`src/rtl/sysctl_pkg.sv`:
```
package sysctl_pkg;

    localparam int DW        = 64;
    localparam int NUM_W     = 5;
    localparam int NREG      = 1 << NUM_W;
    localparam int HALF_W    = DW / 2;
    localparam int CTX_KEEP  = 23;
    localparam int XCTX_KEEP = 33;
    localparam int XCTX_CLR  = 4;
    localparam int WIRED_W   = 6;
    localparam int PARITY_W  = 8;
    localparam int IP_SW_LO  = 8;
    localparam int IP_SW_W   = 2;
    localparam int IP_TIMER  = 15;

    localparam logic [DW-1:0] CAUSE_RST = 64'h0000_0000_B000_007C;

    localparam logic [NUM_W-1:0] N_RAND    = 5'd1;
    localparam logic [NUM_W-1:0] N_CTX     = 5'd4;
    localparam logic [NUM_W-1:0] N_WIRED   = 5'd6;
    localparam logic [NUM_W-1:0] N_BADADDR = 5'd8;
    localparam logic [NUM_W-1:0] N_CNT     = 5'd9;
    localparam logic [NUM_W-1:0] N_VHI     = 5'd10;
    localparam logic [NUM_W-1:0] N_CMP     = 5'd11;
    localparam logic [NUM_W-1:0] N_CAUSE   = 5'd13;
    localparam logic [NUM_W-1:0] N_EXC_PC  = 5'd14;
    localparam logic [NUM_W-1:0] N_IDENT   = 5'd15;
    localparam logic [NUM_W-1:0] N_XCTX    = 5'd20;
    localparam logic [NUM_W-1:0] N_PARITY  = 5'd26;
    localparam logic [NUM_W-1:0] N_CACHEER = 5'd27;
    localparam logic [NUM_W-1:0] N_ERR_PC  = 5'd30;

    typedef enum logic [3:0] {
        WR_PLAIN,
        WR_SEXT,
        WR_IGNORE,
        WR_LOW6,
        WR_LOW8,
        WR_CTX,
        WR_XCTX,
        WR_CAUSE,
        WR_COUNT,
        WR_COMPARE,
        WR_OPEN
    } wr_rule_e;

    typedef enum logic {
        TM_QUIET,
        TM_PENDING
    } tm_state_e;

    function automatic logic is_open(input logic [NUM_W-1:0] n);
        case (n)
            5'd7, 5'd21, 5'd22, 5'd23, 5'd24, 5'd25, 5'd31: is_open = 1'b1;
            default:                                          is_open = 1'b0;
        endcase
    endfunction

    function automatic wr_rule_e rule_of(input logic [NUM_W-1:0] n);
        if (is_open(n))
            rule_of = WR_OPEN;
        else begin
            case (n)
                N_RAND, N_BADADDR, N_IDENT, N_CACHEER: rule_of = WR_IGNORE;
                N_CTX:                                 rule_of = WR_CTX;
                N_XCTX:                                rule_of = WR_XCTX;
                N_WIRED:                               rule_of = WR_LOW6;
                N_PARITY:                              rule_of = WR_LOW8;
                N_VHI, N_EXC_PC, N_ERR_PC:             rule_of = WR_SEXT;
                N_CNT:                                 rule_of = WR_COUNT;
                N_CMP:                                 rule_of = WR_COMPARE;
                N_CAUSE:                               rule_of = WR_CAUSE;
                default:                               rule_of = WR_PLAIN;
            endcase
        end
    endfunction

    function automatic logic banked(input logic [NUM_W-1:0] n);
        case (rule_of(n))
            WR_PLAIN, WR_SEXT, WR_LOW6, WR_LOW8, WR_CTX, WR_XCTX: banked = 1'b1;
            default:                                                banked = 1'b0;
        endcase
    endfunction

    function automatic logic rd64_ok(input logic [NUM_W-1:0] n);
        if (is_open(n))
            rd64_ok = 1'b1;
        else begin
            case (n)
                5'd2, 5'd3, 5'd4, 5'd8, 5'd10, 5'd12,
                5'd14, 5'd15, 5'd17, 5'd20, 5'd30: rd64_ok = 1'b1;
                default:                           rd64_ok = 1'b0;
            endcase
        end
    endfunction

    function automatic logic wr64_ok(input logic [NUM_W-1:0] n);
        case (n)
            5'd2, 5'd3, 5'd4, 5'd8, 5'd10, 5'd12,
            5'd13, 5'd14, 5'd17, 5'd20, 5'd30: wr64_ok = 1'b1;
            default:                           wr64_ok = 1'b0;
        endcase
    endfunction

endpackage

```
`src/rtl/sysctl_merge.sv`:
```
module sysctl_merge
    import sysctl_pkg::*;
(
    input  wr_rule_e          rule,
    input  logic              dw,
    input  logic [DW-1:0]     wdata,
    input  logic [DW-1:0]     old,
    output logic [DW-1:0]     nxt
);

    logic [DW-1:0] src_z;
    logic [DW-1:0] src_s;

    always_comb begin
        src_z = dw ? wdata : {{(DW-HALF_W){1'b0}}, wdata[HALF_W-1:0]};
        src_s = dw ? wdata : {{(DW-HALF_W){wdata[HALF_W-1]}}, wdata[HALF_W-1:0]};
    end

    always_comb begin
        unique case (rule)
            WR_PLAIN: nxt = src_z;
            WR_SEXT:  nxt = src_s;
            WR_LOW6:  nxt = {{(DW-WIRED_W){1'b0}}, wdata[WIRED_W-1:0]};
            WR_LOW8:  nxt = {{(DW-PARITY_W){1'b0}}, wdata[PARITY_W-1:0]};
            WR_CTX:   nxt = {src_s[DW-1:CTX_KEEP], old[CTX_KEEP-1:0]};
            WR_XCTX:  nxt = {src_s[DW-1:XCTX_KEEP], old[XCTX_KEEP-1:0]};
            default:  nxt = old;
        endcase
    end

endmodule

```
`src/rtl/sysctl_timer.sv`:
```
module sysctl_timer
    import sysctl_pkg::*;
#(
    parameter int CNT_W = 32
) (
    input  logic             clk,
    input  logic             rst_n,
    input  logic             cnt_wr,
    input  logic             cmp_wr,
    input  logic [CNT_W-1:0] wval,
    output logic [CNT_W-1:0] vis,
    output logic [CNT_W-1:0] cmp_q,
    output logic             ip7
);

    logic [CNT_W:0] cnt_q;
    tm_state_e      state_q;
    tm_state_e      state_d;
    logic           tick;
    logic           hit;

    assign vis  = cnt_q[CNT_W:1];
    assign tick = cnt_q[0] && !cnt_wr;
    assign hit  = tick && (CNT_W'(vis + 1'b1) == cmp_q);

    always_ff @(posedge clk or negedge rst_n) begin
        if (!rst_n)
            cnt_q <= '0;
        else if (cnt_wr)
            cnt_q <= {wval, 1'b0};
        else
            cnt_q <= cnt_q + 1'b1;
    end

    always_ff @(posedge clk or negedge rst_n) begin
        if (!rst_n)
            cmp_q <= '0;
        else if (cmp_wr)
            cmp_q <= wval;
    end

    // state register
    always_ff @(posedge clk or negedge rst_n) begin
        if (!rst_n)
            state_q <= TM_QUIET;
        else
            state_q <= state_d;
    end

    // next state
    always_comb begin
        state_d = state_q;
        unique case (state_q)
            TM_QUIET:   if (hit && !cmp_wr) state_d = TM_PENDING;
            TM_PENDING: if (cmp_wr)         state_d = TM_QUIET;
            default:                        state_d = TM_QUIET;
        endcase
    end

    // outputs
    always_comb begin
        unique case (state_q)
            TM_PENDING: ip7 = 1'b1;
            default:    ip7 = 1'b0;
        endcase
    end


    cmp_clear_chk: assert property (@(posedge clk) disable iff (!rst_n)
        cmp_wr |=> !ip7);


    pend_hold_chk: assert property (@(posedge clk) disable iff (!rst_n)
        (ip7 && !cmp_wr) |=> ip7);


    rise_on_match_chk: assert property (@(posedge clk) disable iff (!rst_n)
        $rose(ip7) |-> (vis == cmp_q));


    half_rate_chk: assert property (@(posedge clk) disable iff (!rst_n)
        !$past(cnt_wr) |-> (vis == $past(vis) || vis == CNT_W'($past(vis) + 1'b1)));

endmodule

```
`src/rtl/sysctl_rdmux.sv`:
```
module sysctl_rdmux
    import sysctl_pkg::*;
(
    input  logic [NUM_W-1:0] num,
    input  logic             dw,
    input  logic [DW-1:0]    bank [NREG],
    input  logic [DW-1:0]    open_q,
    input  logic [DW-1:0]    cnt_view,
    input  logic [DW-1:0]    cmp_view,
    input  logic [DW-1:0]    cause_view,
    output logic [DW-1:0]    val
);

    logic [DW-1:0] raw;

    always_comb begin
        unique case (rule_of(num))
            WR_OPEN:    raw = open_q;
            WR_COUNT:   raw = cnt_view;
            WR_COMPARE: raw = cmp_view;
            WR_CAUSE:   raw = cause_view;
            default:    raw = bank[num];
        endcase
    end

    always_comb begin
        if (dw) begin
            val = raw;
            if (num == N_XCTX)
                val[XCTX_CLR-1:0] = '0;
        end else begin
            val = {{(DW-HALF_W){1'b0}}, raw[HALF_W-1:0]};
        end
    end

endmodule

```
`src/rtl/sysctl_regfile.sv`:
```
module sysctl_regfile
    import sysctl_pkg::*;
#(
    parameter int CNT_W = 32
) (
    input  logic             clk,
    input  logic             rst_n,
    input  logic             acc_en,
    input  logic             acc_wr,
    input  logic             acc_dw,
    input  logic [4:0]       acc_num,
    input  logic [63:0]      wr_data,
    output logic [63:0]      rd_data,
    output logic             acc_err,
    output logic             timer_irq
);

    logic [DW-1:0]      bank [NREG];
    logic [DW-1:0]      merged;
    logic [DW-1:0]      open_q;
    logic [DW-1:0]      cause_view;
    logic [DW-1:0]      rd_val;
    logic [IP_SW_W-1:0] ip_sw;
    logic [CNT_W-1:0]   vis;
    logic [CNT_W-1:0]   cmp_q;
    logic               ip7;
    logic               wr_go;
    logic               rd_go;
    wr_rule_e           rule;

    assign rule    = rule_of(acc_num);
    assign acc_err = acc_en && acc_dw &&
                     (acc_wr ? !wr64_ok(acc_num) : !rd64_ok(acc_num));
    assign wr_go   = acc_en && acc_wr && !acc_err;
    assign rd_go   = acc_en && !acc_wr && !acc_err;

    sysctl_merge u_merge (
        .rule  (rule),
        .dw    (acc_dw),
        .wdata (wr_data),
        .old   (bank[acc_num]),
        .nxt   (merged)
    );

    for (genvar gi = 0; gi < NREG; gi++) begin : g_slot
        if (banked(NUM_W'(gi))) begin : g_st
            logic [DW-1:0] q;
            always_ff @(posedge clk or negedge rst_n) begin
                if (!rst_n)
                    q <= '0;
                else if (wr_go && acc_num == NUM_W'(gi))
                    q <= merged;
            end
            assign bank[gi] = q;
        end else begin : g_nil
            assign bank[gi] = '0;
        end
    end

    always_ff @(posedge clk or negedge rst_n) begin
        if (!rst_n)
            open_q <= '0;
        else if (wr_go)
            open_q <= acc_dw ? wr_data : {{(DW-HALF_W){1'b0}}, wr_data[HALF_W-1:0]};
    end

    always_ff @(posedge clk or negedge rst_n) begin
        if (!rst_n)
            ip_sw <= '0;
        else if (wr_go && rule == WR_CAUSE)
            ip_sw <= wr_data[IP_SW_LO +: IP_SW_W];
    end

    sysctl_timer #(.CNT_W(CNT_W)) u_timer (
        .clk    (clk),
        .rst_n  (rst_n),
        .cnt_wr (wr_go && rule == WR_COUNT),
        .cmp_wr (wr_go && rule == WR_COMPARE),
        .wval   (wr_data[CNT_W-1:0]),
        .vis    (vis),
        .cmp_q  (cmp_q),
        .ip7    (ip7)
    );

    always_comb begin
        cause_view = CAUSE_RST;
        cause_view[IP_SW_LO +: IP_SW_W] = ip_sw;
        cause_view[IP_TIMER] = ip7;
    end

    sysctl_rdmux u_rdmux (
        .num        (acc_num),
        .dw         (acc_dw),
        .bank       (bank),
        .open_q     (open_q),
        .cnt_view   ({{(DW-CNT_W){1'b0}}, vis}),
        .cmp_view   ({{(DW-CNT_W){1'b0}}, cmp_q}),
        .cause_view (cause_view),
        .val        (rd_val)
    );

    assign rd_data   = rd_go ? rd_val : '0;
    assign timer_irq = ip7;


    err_zero_chk: assert property (@(posedge clk) disable iff (!rst_n)
        acc_err |-> (rd_data == '0));


    err_nowrite_chk: assert property (@(posedge clk) disable iff (!rst_n)
        acc_err |=> $stable(open_q));


    open_read_chk: assert property (@(posedge clk) disable iff (!rst_n)
        (rd_go && !acc_dw && is_open(acc_num)) |-> (rd_data[HALF_W-1:0] == open_q[HALF_W-1:0]));


    cause_sw_chk: assert property (@(posedge clk) disable iff (!rst_n)
        !(wr_go && rule == WR_CAUSE) |=> $stable(ip_sw));


    wired_narrow_chk: assert property (@(posedge clk) disable iff (!rst_n)
        bank[N_WIRED][DW-1:WIRED_W] == '0);

endmodule

```
`config.mk`:
```
export PLATFORM = sky130hd
export DESIGN_NAME = sysctl_regfile
export DESIGN_NICKNAME = d
export VERILOG_FILES = /design/src/rtl/sysctl_pkg.sv /design/src/rtl/sysctl_merge.sv /design/src/rtl/sysctl_timer.sv /design/src/rtl/sysctl_rdmux.sv /design/src/rtl/sysctl_regfile.sv
export SDC_FILE = /design/constraint.sdc
export NUM_CORES = 2
export LEC_CHECK = 0
export BUFFER_PORTS_ARGS = -buffer_cell sky130_fd_sc_hd__buf_2
export CAP_MARGIN = 20
export CORE_AREA = 2 2 473 428
export DETAILED_ROUTE_END_ITERATION = 7
export DIE_AREA = 0 0 475 430
export PLACE_DENSITY = 0.54
export SETUP_SLACK_MARGIN = 0.1
export SLEW_MARGIN = 25
export SYNTH_ARGS = -nofsm -noshare
export SYNTH_HDL_FRONTEND = slang
export SYNTH_SLANG_ARGS = --single-unit
```
`constraint.sdc`:
```
create_clock -name clk -period 4 [get_ports clk]
set_clock_uncertainty 0.15 [all_clocks]
set_input_delay 0.6 -clock clk [delete_from_list [all_inputs] [get_ports clk]]
set_output_delay 0.6 -clock clk [all_outputs]
set_load 0.05 [all_outputs]
```
==> results.sh <==
export IMPL_outcome="finished, final reports clean"
export IMPL_muxShareOfSynthArea=0.0669
export IMPL_fin_crit_ns=3.89
export IMPL_gp_congestion=0.882
export IMPL_port_buffers=139
export IMPL_die_h_um=430
export IMPL_crit_fanout=15
export IMPL_leakagePower_nw=31.3
export IMPL_grt_max_degree=110
export IMPL_most_common_layout_cells="dfrtp_1, nand2_1, o21ai_0, a21oi_1, nor2_1"
export IMPL_clk_latency_ns=0.79
export IMPL_yosysSeqAreaShare=0.539
export IMPL_worst_slew_pin_slew_ns=1.03
export IMPL_crit_top_cell="buf_4"
export IMPL_ff_latch_area_sq_um=32100
export IMPL_synth_cells=6283
export IMPL_n_fill_cell=19900
export IMPL_cts_sinks=1284
export IMPL_first_pass_iters=6
export IMPL_layout_nets=6450
export IMPL_grt_pass1_wl_mm=312
export IMPL_use_met3=0.0271
export IMPL_mappedNetlistNets=6364
export IMPL_use_met1=0.271
export IMPL_multiInputGateArea_sq_um=26100
export IMPL_avgViaCountPerCell=5.28
export IMPL_cts_tree="yes"
export IMPL_hold_viol=0
export IMPL_vias=48400
export IMPL_end_kind="output pin"
export IMPL_wire_per_inst_um=22.4
export IMPL_finalSetupViolations=0
export IMPL_critPathSlowestCell="or3b_4"
export IMPL_synth_compound_area_share=0.204
export IMPL_drv_slew=0
export IMPL_synth_xor_area_share=0.0113
export IMPL_synth_enable_flop_cells=0
export IMPL_initial_core_util=0.299
export IMPL_synth_simple_area_share=0.135
export IMPL_final_antenna_net_count=0
export IMPL_drt_total_wl_mm=205
export IMPL_cts_root_buf="clkbuf_16"
export IMPL_cts_buffers=140
export IMPL_path_class="in2out"
export IMPL_ys_ff_latch=1284
export IMPL_antenna_found_initial=3
export IMPL_pre_cts_ws_ns=0.0163
export IMPL_synthArstFlopShare=1.00
export IMPL_io_pins=140
export IMPL_die_w_um=475
export IMPL_grt_util_met2=0.326
export IMPL_busiest_layer="met2"
export IMPL_hold_path_class="in2reg"
export IMPL_synth_avg_cell_area_sq_um=9.49
export IMPL_place_hpwl_mm=131
export IMPL_drc=0
export IMPL_die_area_sq_um=204000
export IMPL_post_route_period_util=0.973
export IMPL_setup_ws_ns=0.106
export IMPL_grt_overflow=0
export IMPL_drtIter0Drc=4240
export IMPL_max_freq_ghz=0.257
export IMPL_synth_fa_ha_area_frac=0.00147
export IMPL_h_tree_depth=4
export IMPL_fin_setup_tns_ns=0
export IMPL_fin_util=0.361
export IMPL_worst_endpoint_required_ns=3.25
export IMPL_synth_flop_cell="dfrtp_1"
export IMPL_grt_setup_unrepaired="true"
export IMPL_grt_use_total=0.200
export IMPL_clk_pin_slew_ns=0.06
export IMPL_max_cap_violations=0
export IMPL_startpoint_type="primary input"
export IMPL_peakVddDrop_v=0.000459
export IMPL_yosysWarnings=0
export IMPL_core_area_sq_um=200000
export IMPL_rows=156
export IMPL_synth_top_family_by_area="compound AO/OA/AOI/OAI gates"
export IMPL_grt_pass1_vias=47600
export IMPL_fin_total_pwr_mw=35.5
export IMPL_drive_above_1_share=0.165
export IMPL_area_growth_pct=20.9
export IMPL_crit_path_cell_trace="buf_12, clkinvlp_4, ha_4, mux2i_1, o221ai_2, nand3_2, or3b_4, and2_4, buf_4, a22oi_2, nor2_4, buf_4"
export IMPL_syn_area_sq_um=59600
export IMPL_crit_arrival_ns=3.14
export IMPL_slowest_delay_ns=0.50
export IMPL_yosysUniqueCellTypes=81
export IMPL_cts_path_max_buffers=3
export IMPL_power_density_nw_per_um2=493
export IMPL_final_common_cell="dfrtp_1"
export IMPL_max_slew_margin=0.315
cell type report:
class                           count  share of cell area
Antenna cell                        2           0.0000694
Inverter                           13            0.000799
Timing Repair Buffer              545              0.0781
Clock buffer                      202              0.0565
Clock inverter                     52             0.00969
Sequential cell                  1284               0.446
Multi-Input combinational cell   4385               0.362
Tap cell                         2686              0.0466
path summary, 6_finish.rpt:
path / slack (ns) / endpoint / startpoint / cells past startpoint
setup / recovery: 0.11 / rd_data[48] / acc_num[1] / 12
setup reg to reg: 0.53 / u_timer.state_q / u_timer.cnt_q[2] / 8
max in group asynchronous: 2.12 / open_q[14] / rst_n / 3
min in group asynchronous: 0.31 / g_slot[16].g_st.q[59] / rst_n / 2
hold / removal: 0.14 / open_q[32] / wr_data[32] / 3
hold reg to reg: 0.32 / open_q[63] / open_q[63] / 2
synthesized netlist by cell type (18+ instances only):
library cell / instances / area (sq um)
a221o_1: 45 / 450
a21o_1: 33 / 248
clkbuf_1: 422 / 1580
a21oi_1: 718 / 3590
mux4_2: 65 / 1460
o21ai_0: 773 / 3870
mux2_2: 106 / 1190
nand3_1: 101 / 505
xor2_1: 24 / 210
and2_1: 75 / 469
nor3_1: 26 / 130
nand2_1: 957 / 3590
a22oi_1: 107 / 803
o22a_1: 26 / 228
o2bb2ai_1: 43 / 377
buf_2: 143 / 716
and3_1: 20 / 125
dfrtp_1: 1284 / 32100
nand4_1: 23 / 144
o221ai_1: 27 / 236
a222oi_1: 24 / 240
xnor2_1: 53 / 464
nor2_1: 691 / 2590
a31oi_1: 18 / 113
o21ai_1: 36 / 180
a221oi_1: 82 / 718
mux2i_1: 133 / 1330
o211ai_1: 23 / 173
buf_1: 22 / 82.6
worst max-delay path, delay by kind of cell:
kind	cells	cell delay (ns)
multiplexers	1	0.09
buffers and inverters	4	0.67
AND/OR/NAND/NOR	4	1.00
AO/OA/AOI/OAI	2	0.46
adder cells (fa/ha/maj)	1	0.29
report_power, final:
| group | internal [mW] | switching, mW | total, mW |
|---|---|---|---|
| Clock | 7.89 | 5.52 | 13.4 |
| Sequential | 14.9 | 1.21 | 16.1 |
| Combinational | 2.38 | 3.61 | 5.99 |
registers in the layout, summed over array words and instances (netlist names):
signal           flops
u_timer.cnt_q       33
ip_sw                2
u_timer.cmp_q       32
u_timer.state_q      1
g_slot.g_st.q     1152
open_q              64
through the flow:
stage                     instances  cell area, sq um  hold WS [ns]
after floorplan                6283             60600         0.154
after global placement         8842             66400         0.301
after detailed placement       8842             66400         0.307
after CTS                      9160             71900        0.0971
after global routing           9169             72100         0.138
final                          9169             72100         0.142
what timing repair did:
item | in CTS | in global routing
hold buffers | 64 | 0
pin swaps | 0 | 3
endpoints found under the hold margin | 202 | 0
cloned | 0 | 1
gates resized for setup | 8 | 46
buffers inserted | 0 | 6
setup endpoints to repair | 8 | 58
metal layers:
layer	wire, um	share of wire	vias up
li1	-	-	22200
met1	89000	0.43	24400
met2	97800	0.48	1505
met3	11300	0.055	307
met4	7370	0.036	0
met5	0	0	-
cells by family (layout without fill, tap and decap cells):
family | Yosys count | in the layout
compound gates | 2044 | 2044
simple gates | 1952 | 1953
flops | 1284 | 1284
buf+inv | 615 | 812
mux | 304 | 304
xor+xnor | 77 | 77
fa+ha+maj | 7 | 7
other cells | 0 | 2
No activity file was read; power rests on OpenSTA's default activity.
